`src/rtl/pdom_pkg.sv`:
```
package pdom_pkg;

    typedef enum logic [2:0] {
        PS_ON      = 3'd0,
        PS_WAKE    = 3'd1,
        PS_RET     = 3'd2,
        PS_SAVE    = 3'd3,
        PS_OFF     = 3'd4,
        PS_SETTLE  = 3'd5,
        PS_RESTORE = 3'd6
    } pstate_e;

    typedef enum logic [1:0] {
        STAT_OFF  = 2'b00,
        STAT_RET  = 2'b01,
        STAT_IDLE = 2'b10,
        STAT_ACT  = 2'b11
    } pstat_e;

    typedef struct packed {
        logic pwr;
        logic clk;
        logic save;
        logic rest;
    } pctl_t;

    function automatic pstat_e status_of(pstate_e s, logic idle);
        case (s)
            PS_ON:                       return idle ? STAT_IDLE : STAT_ACT;
            PS_SAVE:                     return STAT_IDLE;
            PS_RET, PS_WAKE:             return STAT_RET;
            default:                     return STAT_OFF;
        endcase
    endfunction

    function automatic pctl_t ctl_of(pstate_e s);
        pctl_t c;
        c = '{pwr: 1'b1, clk: 1'b0, save: 1'b0, rest: 1'b0};
        case (s)
            PS_ON, PS_WAKE: c.clk  = 1'b1;
            PS_SAVE:        c.save = 1'b1;
            PS_OFF:         c.pwr  = 1'b0;
            PS_RESTORE:     c.rest = 1'b1;
            default:        ;
        endcase
        return c;
    endfunction

    function automatic logic lp_accepted(pstate_e s);
        return (s == PS_ON) || (s == PS_WAKE) || (s == PS_RET) || (s == PS_SAVE);
    endfunction

endpackage

```
`src/rtl/pdom_idle_mon.sv`:
```
module pdom_idle_mon #(
    parameter int NUM_CD = 4
) (
    input  logic              clk,
    input  logic              rst,
    input  logic [NUM_CD-1:0] cd_idle,
    output logic              all_idle
);
    always_ff @(posedge clk) begin
        if (rst) all_idle <= 1'b0;
        else     all_idle <= &cd_idle;
    end
endmodule

```
`src/rtl/pdom_pend.sv`:
```
module pdom_pend (
    input  logic       clk,
    input  logic       rst,
    input  logic       tgt_valid,
    input  logic [1:0] tgt_code,
    input  logic       accept_lp,
    input  logic       consume,
    output logic       pend_valid,
    output logic       pend_off
);
    always_ff @(posedge clk) begin
        if (rst) begin
            pend_valid <= 1'b0;
            pend_off   <= 1'b0;
        end else if (tgt_valid && tgt_code[1]) begin
            pend_valid <= 1'b0;
        end else if (tgt_valid && accept_lp) begin
            pend_valid <= 1'b1;
            pend_off   <= ~tgt_code[0];
        end else if (consume) begin
            pend_valid <= 1'b0;
        end
    end
endmodule

```
`src/rtl/pdom_settle_tmr.sv`:
```
module pdom_settle_tmr #(
    parameter int SETTLE_CYC = 8
) (
    input  logic clk,
    input  logic rst,
    input  logic start,
    input  logic run,
    output logic done
);
    localparam int CW = (SETTLE_CYC > 1) ? $clog2(SETTLE_CYC) : 1;
    localparam logic [CW-1:0] LOADV = CW'(SETTLE_CYC - 1);

    logic [CW-1:0] cnt;

    always_ff @(posedge clk) begin
        if (rst)                   cnt <= '0;
        else if (start)            cnt <= LOADV;
        else if (run && cnt != '0) cnt <= cnt - 1'b1;
    end

    assign done = (cnt == '0);
endmodule

```
`src/rtl/pdom_fsm.sv`:
```
module pdom_fsm
    import pdom_pkg::*;
(
    input  logic   clk,
    input  logic   rst,
    input  logic   all_idle,
    input  logic   pend_valid,
    input  logic   pend_off,
    input  logic   wake_req,
    input  logic   save_ack,
    input  logic   rest_ack,
    input  logic   settle_done,
    output pstate_e state,
    output logic   consume,
    output logic   tmr_start,
    output logic   ret_save
);
    pstate_e nxt;

    always_comb begin
        nxt       = state;
        consume   = 1'b0;
        tmr_start = 1'b0;
        case (state)
            PS_ON: if (pend_valid && all_idle) begin
                nxt     = pend_off ? PS_SAVE : PS_RET;
                consume = 1'b1;
            end
            PS_RET:     if (wake_req || !all_idle) nxt = PS_WAKE;
            PS_WAKE:    nxt = PS_ON;
            PS_SAVE:    if (save_ack) nxt = PS_OFF;
            PS_OFF: if (wake_req) begin
                nxt       = PS_SETTLE;
                tmr_start = 1'b1;
            end
            PS_SETTLE:  if (settle_done) nxt = PS_RESTORE;
            PS_RESTORE: if (rest_ack) nxt = PS_ON;
            default:    nxt = PS_ON;
        endcase
    end

    always_ff @(posedge clk) begin
        if (rst) begin
            state    <= PS_ON;
            ret_save <= 1'b0;
        end else begin
            state    <= nxt;
            ret_save <= (state == PS_ON) && (nxt == PS_RET);
        end
    end
endmodule

```
`src/rtl/pdom_ctrl.sv`:
```
module pdom_ctrl
    import pdom_pkg::*;
#(
    parameter int NUM_CD     = 4,
    parameter int SETTLE_CYC = 8
) (
    input  logic              clk,
    input  logic              rst,
    input  logic              tgt_valid,
    input  logic [1:0]        tgt_code,
    input  logic [NUM_CD-1:0] cd_idle,
    input  logic              save_ack,
    input  logic              rest_ack,
    output logic              pwr_sw_en,
    output logic              clk_en,
    output logic              ret_save,
    output logic              save_req,
    output logic              rest_req,
    output logic [1:0]        status
);
    logic    all_idle, pend_valid, pend_off, consume, tmr_start, settle_done;
    pstate_e state;
    pctl_t   ctl;

    pdom_idle_mon #(.NUM_CD(NUM_CD)) u_idle (
        .clk(clk), .rst(rst), .cd_idle(cd_idle), .all_idle(all_idle)
    );

    pdom_pend u_pend (
        .clk(clk), .rst(rst), .tgt_valid(tgt_valid), .tgt_code(tgt_code),
        .accept_lp(lp_accepted(state)), .consume(consume),
        .pend_valid(pend_valid), .pend_off(pend_off)
    );

    pdom_settle_tmr #(.SETTLE_CYC(SETTLE_CYC)) u_tmr (
        .clk(clk), .rst(rst), .start(tmr_start),
        .run(state == PS_SETTLE), .done(settle_done)
    );

    pdom_fsm u_fsm (
        .clk(clk), .rst(rst), .all_idle(all_idle),
        .pend_valid(pend_valid), .pend_off(pend_off),
        .wake_req(tgt_valid && tgt_code[1]),
        .save_ack(save_ack), .rest_ack(rest_ack), .settle_done(settle_done),
        .state(state), .consume(consume), .tmr_start(tmr_start), .ret_save(ret_save)
    );

    assign ctl       = ctl_of(state);
    assign pwr_sw_en = ctl.pwr;
    assign clk_en    = ctl.clk;
    assign save_req  = ctl.save;
    assign rest_req  = ctl.rest;
    assign status    = status_of(state, all_idle);
endmodule

```
`config.mk`:
```
export PLATFORM = sky130hd
export DESIGN_NAME = pdom_ctrl
export DESIGN_NICKNAME = d
export VERILOG_FILES = /design/src/rtl/pdom_pkg.sv /design/src/rtl/pdom_idle_mon.sv /design/src/rtl/pdom_pend.sv /design/src/rtl/pdom_settle_tmr.sv /design/src/rtl/pdom_fsm.sv /design/src/rtl/pdom_ctrl.sv
export SDC_FILE = /design/constraint.sdc
export NUM_CORES = 1
export LEC_CHECK = 0
export CAP_MARGIN = 40
export CORE_MARGIN = 4
export CORE_UTILIZATION = 41
export DETAILED_ROUTE_END_ITERATION = 8
export PLACE_DENSITY = 0.76
export SYNTH_ARGS = -nofsm -noshare
export SYNTH_HDL_FRONTEND = slang
export SYNTH_HIERARCHICAL = 1
export SYNTH_SLANG_ARGS = --single-unit
```
`constraint.sdc`:
```
create_clock -name clk -period 1.41 [get_ports clk]
set_clock_uncertainty 0.15 [all_clocks]
set_input_delay 0.2115 -clock clk [delete_from_list [all_inputs] [get_ports clk]]
set_output_delay 0.2115 -clock clk [all_outputs]
set_load 0.03 [all_outputs]
```
==> summary.txt, run 1 <==
Worst setup path
  – Critical Path Most Common Cell: buf_6
  – Slowest cell on crit path: dfxtp_2
  – CP Launch Type: flip-flop
  – R2R Setup Slk: -0.17 ns
  – Reg2reg start: u_fsm/state[1]
  – CP Cell Sequence: buf_6, or2_1, o211a_1, buf_6
  – Critical path data required time: 1.05 ns
  – Launch point of the worst path: u_fsm/state[1]
  – Crit. End Element: output pin
  – CP Class: flip-flop to output pin
  – R2R depth: 7
  – Crit-path max cell delay: roughly 0.33 ns
  – CP max FO: 4
  – CP arrival: approximately 1.3 ns
  – R2R Path End: u_tmr/cnt[1]

Outcome
  – Outcome: finished, violations left
  – Failing checks: setup timing

Yosys
  – Count leader, synth: dfxtp_1
  – Sequential-to-total area share from yosys stat: ~30%
  – Netlist Area Pre-Place: around 670 sq um
  – Fraction of registers with async set/reset: 0%
  – Post-synth top cells: 10 x dfxtp_1, 7 x nor2_1, 6 x inv_1
  – Syn_area_per_cell: 8.60 sq um
  – Synth area leaders: dfxtp_1 30%, and4bb_1 5.6%, nor3b_1 5.6%
  – Synth Net Count: slightly above 90
  – Syn Inst Count: between 70 and 80
  – Top_reg_cell synth: dfxtp_1
  – FF+latch count, synth: 10
  – Synth top area share: around 30%
  – Post-synth EDFFs: 0
  – Synth warn: 6
  – Leading area contributor after synthesis: dfxtp_1
  – Distinct cells, synth: 38

Floorplanning
  – I/O pin total: 18
  – Die X: ~48 um
  – CORE AREA: between 1500 and 2000 sq um
  – Row count: 14
  – Initial core utilization: between 40% and 50%
  – Die area: 2350 sq um
  – Die Y: 48.4 um

STA
  – Pins Over Slew Limit: 0
  – PnR worst setup slack: -0.254 ns
  – Tightest Pin Transition: approximately 0.38 ns
  – Fin Setup TNS: -1.31 ns
  – Crit share post-route: 118%
  – RSZ-0062 raised after global routing: yes
  – Min Tclk post-route: approximately 1.7 ns
  – # setup viols final: 11
  – F_max: roughly 0.60 GHz
  – Final Hold Vio Count: 0
  – Headroom to the max-slew limit: between 70% and 80%

Power
  – Leak Pwr: ~0.44 nW
  – Total power: between 0.6 and 0.7 mW
  – Pwr Density: approximately 550 nW/um^2
  – Worst IR Drop VDD: roughly 0.47 mV

Clock tree
  – Sink Count: 10
  – CTS tree: built
  – Clock Pin Slew Worst Setup and Hold Paths: 0.07 ns
  – Hold-fix buffers at CTS: 0
  – Longest Clk Path Bufs: 2
  – Skew-Pair Late Insertion Delay: between 0.2 and 0.3 ns
  – Num CTS Buffers: 3
  – Clock root buffer master: clkbuf_4
  – H-tree Lvls: 1

Min path
  – HP Class: flip-flop to flip-flop
  – WHS Endpoint: u_pend/pend_off
  – Hold Crit Start: u_pend/pend_off
  – Hold path cells: 2

Place
  – Area after DPL: ~950 sq um
  – Post-detail-place hpwl: 1.27 mm
  – RePlAce Congestion: 0.724
  – Dpl cells: between 100 and 150
  – PortBufs: 17
  – Dpl ws: -0.424 ns

Detailed routing
  – DR vias/cell: 5.37
  – Drt first pass iters: 4
  – Remaining antenna violation count: 0
  – Via count: a little over 700
  – DRT iter0 DRCs: 19
  – Routed WL per cell: roughly 15 um
  – Drt drc: 0
  – Drt total wl: ~1.9 mm

Finish
  – Layout cell share with drive strength beyond 1: 45.2%
  – Ant diodes: 0
  – Layout area overhead: 68.8%
  – Fill cell count: around 120
  – Layout Cells excl Fill: 131
  – Sequential Area: about 200 sq um
  – Area occupied by multi-input gates: 518 sq um
  – NumNets Final: about 130
  – Final instance area: between 1000 and 1500 sq um

Global routing
  – Initial antenna violation count: 0
  – First-pass GRT wire length: roughly 3.0 mm
  – Total GRT Usage: 15.6%
  – Pin count of the biggest net entering global routing: 15
  – Grt ovf: 0
  – Vias in the first global route: 701

Flow run
  – Max cap viols: 0
[placed cells by master (no fill, tap or decap), types with 2 or more instances in the layout]
| master | n |
|---|---|
| buf_6 | 5 |
| dfxtp_1 | 7 |
| or3b_1 | 2 |
| nor3b_2 | 3 |
| nand2b_1 | 2 |
| nor3b_1 | 2 |
| dfxtp_2 | 3 |
| a211oi_2 | 3 |
| nor2b_1 | 2 |
| buf_4 | 19 |
| clkbuf_4 | 3 |
| o21ai_0 | 2 |
| and4bb_1 | 3 |
| inv_1 | 3 |
| nor2_1 | 7 |
| ha_4 | 2 |
| nor3_4 | 2 |
| and3_1 | 2 |
| nand2_1 | 4 |
| clkdlybuf4s50_1 | 10 |
| or2b_1 | 2 |
| inv_2 | 4 |
[layout make-up]
class,instances,area share (%)
clock buffers,4,3.20
inverters,7,2.32
multi-input cells,58,45.7
flip-flops and latches,10,18.0
well taps,16,1.77
repair buffers,36,29.0
[per-stage QoR]
step                utilization (%)  hold WS, ns
global placement               62.1        0.309
global route                   74.3        0.357
floorplan                         -        0.126
CTS                            70.1        0.325
finish                         74.3        0.340
detailed placement             62.1        0.313
[worst max-delay path, delay by kind of cell (launching register included)]
family                 cells  cell delay (ns)
and+or+nand+nor            1             0.23
buffers and inverters      2             0.25
DFF                        1             0.33
AOI/OAI and AO/OA          1             0.22
[sequential cells by signal, indices dropped and copies added, names as in the netlist]
signal,flops
u_pend/pend_off,1
u_fsm/state,3
u_tmr/cnt,3
u_pend/pend_valid,1
u_idle/all_idle,1
u_fsm/ret_save,1
[worst max-delay path by stage]
| stage | endpoint | slack (ns) | cells past startpoint |
|---|---|---|---|
| 2_1_floorplan | status[1] | -0.03 | 2 |
| 6_report | status[0] | -0.25 | 4 |
| 4_1_cts | status[0] | -0.26 | 4 |
| 5_1_grt | status[0] | -0.29 | 4 |
| 3_3_place_gp | u_tmr/cnt[1] | -0.38 | 6 |
| 3_5_place_dp | u_tmr/cnt[0] | -0.42 | 6 |
[where the power goes]
part / internal, mW / total, mW / switching, mW
clock: 0.157 / 0.257 / 0.100
combinational: 0.0502 / 0.0795 / 0.0292
sequential: 0.287 / 0.292 / 0.00430
[cell families after synthesis]
logic type	Yosys count	share of synthesized area, %
flip-flops	10	29.9
AND/OR/NAND/NOR	41	41.8
adder cells (fa/ha/maj)	2	3.73
AO/OA/AOI/OAI	15	17.2
buffers and inverters	10	7.46
[per-layer routing]
metal  vias up  global-route usage [%]  wire length (um)  part of all wire, %
met5         -                       0                 0                    0
li1        360                       -                 -                    -
met3         0                    5.21                97                  5.0
met1       330                    15.7               730                   38
met2        14                    31.1              1100                   57
met4         0                    1.38                 0                    0
[what timing repair did]
action	4_1_cts	5_1_grt
gates resized for setup	14	19
endpoints found under the hold margin	0	0
setup buffers	5	0
pin swaps	6	7
endpoints found under the setup margin	13	13
No activity file was read; power rests on OpenSTA's default activity.
==> run 2, diff against run 1 <==
--- a/config.mk
+++ b/config.mk
@@ -7,9 +7,9 @@
 export LEC_CHECK = 0
 export CAP_MARGIN = 40
 export CORE_MARGIN = 4
-export CORE_UTILIZATION = 41
+export CORE_UTILIZATION = 45
 export DETAILED_ROUTE_END_ITERATION = 8
-export PLACE_DENSITY = 0.76
+export PLACE_DENSITY = 0.79
 export SYNTH_ARGS = -nofsm -noshare
 export SYNTH_HDL_FRONTEND = slang
 export SYNTH_HIERARCHICAL = 1
==> constraint.sdc (replaced) <==
create_clock -name clk -period 2.1 [get_ports clk]
set_clock_uncertainty 0.15 [all_clocks]
set_input_delay 0.315 -clock clk [delete_from_list [all_inputs] [get_ports clk]]
set_output_delay 0.315 -clock clk [all_outputs]
set_load 0.03 [all_outputs]
==> run 2 against run 1 <==
Sequential cell count unchanged. Largest cell class unchanged. Register-to-register slack improved by 0.56 ns. The flow now finishes without violations. Utilization is 7.9 points lower. Sequential share of layout area increased by 4.3 points.
==> summary.txt, run 2 (synthesized netlist as in run 1, its figures left out) <==
Finish
  – NumNets Final: about 120
  – Largest registers: u_fsm/state x3, u_tmr/cnt x3
  – Layout area overhead: 33.8%
  – Ant diodes: 0
  – Commonest non-fill, non-tap cell in the layout: clkdlybuf4s50_1
  – Layout cell share with drive strength beyond 1: between 10% and 20%
  – Layout Cells excl Fill: 115
  – Final instance area: 897 sq um
  – Commonest cells after routing, fill and taps aside: 12 x clkdlybuf4s50_1, 10 x dfxtp_1, 7 x nor2_1

Worst setup path
  – CP Class: flip-flop to output pin
  – R2R Setup Slk: about 0.39 ns
  – R2R depth: 4
  – Critical path data required time: ~1.6 ns
  – R2R Path End: u_tmr/cnt[1]
  – Crit. End Element: output pin
  – CP max FO: 11
  – CP Launch Type: flip-flop
  – CP arrival: roughly 1.6 ns
  – Launch point of the worst path: u_fsm/state[1]
  – Reg2reg start: u_fsm/state[0]

Place
  – PortBufs: 17
  – Dpl cells: about 110
  – Dpl ws: 0.0154 ns
  – Post-detail-place hpwl: around 1.1 mm
  – RePlAce Congestion: between 0.7 and 0.8
  – Area after DPL: about 870 sq um

Detailed routing
  – Drt first pass iters: 4
  – DRT iter0 DRCs: 10
  – Drt drc: 0
  – DR vias/cell: around 5.5
  – Remaining antenna violation count: 0
  – Routed WL per cell: between 10 and 15 um
  – Via count: around 640
  – Drt total wl: roughly 1.6 mm

STA
  – Min Tclk post-route: slightly above 2 ns
  – Crit share post-route: between 90% and 100%
  – # setup viols final: 0
  – F_max: slightly below 0.5 GHz
  – Final Hold Vio Count: 0
  – Headroom to the max-slew limit: roughly 70%
  – RSZ-0062 raised after global routing: no
  – Tightest Pin Transition: roughly 0.42 ns
  – PnR worst setup slack: 0.0844 ns
  – Fin Setup TNS: 0 ns
  – Pins Over Slew Limit: 0

Min path
  – WHS Endpoint: u_pend/pend_off
  – Hold Crit Start: u_pend/pend_off
  – Hold path cells: 2
  – HP Class: flip-flop to flip-flop

Floorplanning
  – Die area: ~2200 sq um
  – Initial core utilization: 49.7%
  – Die X: around 47 um
  – Die Y: around 47 um
  – Row count: 13
  – I/O pin total: 18
  – CORE AREA: about 1400 sq um

Outcome
  – Outcome: finished clean

Global routing
  – First-pass GRT wire length: 2.55 mm
  – Initial antenna violation count: 0
  – Vias in the first global route: 591
  – Total GRT Usage: about 17%
  – Grt ovf: 0
  – Pin count of the biggest net entering global routing: 15

Power
  – Logic pwr share: approximately 11%
  – Leak Pwr: between 0.3 and 0.4 nW
  – Total power: 0.368 mW
  – Pwr Density: 411 nW/um^2
  – Switching fraction of total power: between 20% and 30%
  – Sequential share of power: 53.1%
  – Internal power: 0.285 mW
  – Clock share of power: a little over a third
  – Worst IR Drop VDD: approximately 0.28 mV
  – Sw Pwr: between 0.08 and 0.09 mW

Clock tree
  – Clock Pin Slew Worst Setup and Hold Paths: approximately 0.07 ns
  – Clock root buffer master: clkbuf_4
  – H-tree Lvls: 1
  – Skew-Pair Late Insertion Delay: between 0.2 and 0.3 ns
  – Sink Count: 10
  – CTS tree: built
  – Longest Clk Path Bufs: 2
  – Num CTS Buffers: 3

Flow run
  – Max cap viols: 0
[run 2: cell types whose count changed in the layout (fill, tap and decap cells not counted), sizes merged]
cell	previous run	this run
clkdlybuf4s50	10	12
clkbuf	4	3
buf	25	5
dlymetal6s2s	0	2
dlygate4sd2	1	3
[run 2: power by group through the flow]
stage	combinational (mW)	clock [mW]	sequential, mW
floorplan	0.0127	0	0.200
global placement	0.0401	0	0.200
detailed placement	0.0407	0	0.200
CTS	0.0417	0.135	0.196
global route	0.0453	0.147	0.196
finish	0.0421	0.131	0.196
[run 2: worst max-delay path, cell delays in order (launching register included)]
cell	delay, ns
dfxtp_1	0.35
buf_4	0.19
nor2_1	0.08
clkdlybuf4s50_1	0.67
[run 2: per-stage QoR]
| stage | utilization [%] | hold WS, ns |
|---|---|---|
| floorplan | - | 0.230 |
| global placement | 64.7 | 0.309 |
| detailed placement | 64.7 | 0.327 |
| CTS | 66.1 | 0.337 |
| global route | 66.5 | 0.363 |
| finish | 66.5 | 0.333 |
[run 2: layout make-up]
cell class | count | area [sq um]
clock buffer | 3 | 22.5
timing repair buffer | 22 | 209
tap | 15 | 18.8
fill | 113 | 453
inverter | 7 | 26.3
multi-input combinational | 58 | 420
sequential | 10 | 200
[run 2: layer usage]
layer	share of wire [%]	wire length (um)	GRT usage, %
met5	0	0	0
met4	0.58	9	10.2
met3	4.4	68	3.52
met2	51	800	30.2
met1	44	683	18.7
[run 2: timing repair]
action,CTS,global route
setup buffers,0,0
endpoints found under the setup margin,3,2
gates resized for setup,3,2
hold buffers,0,0
[run 2: worst max path at each step]
stage	end	slack (ns)	depth (start not counted)
floorplan	rest_req	0.40	2
global placement	u_tmr/cnt[1]	0.12	7
detailed placement	u_tmr/cnt[1]	0.02	7
CTS	rest_req	0.02	3
global route	clk_en	0.02	3
finish	clk_en	0.08	3
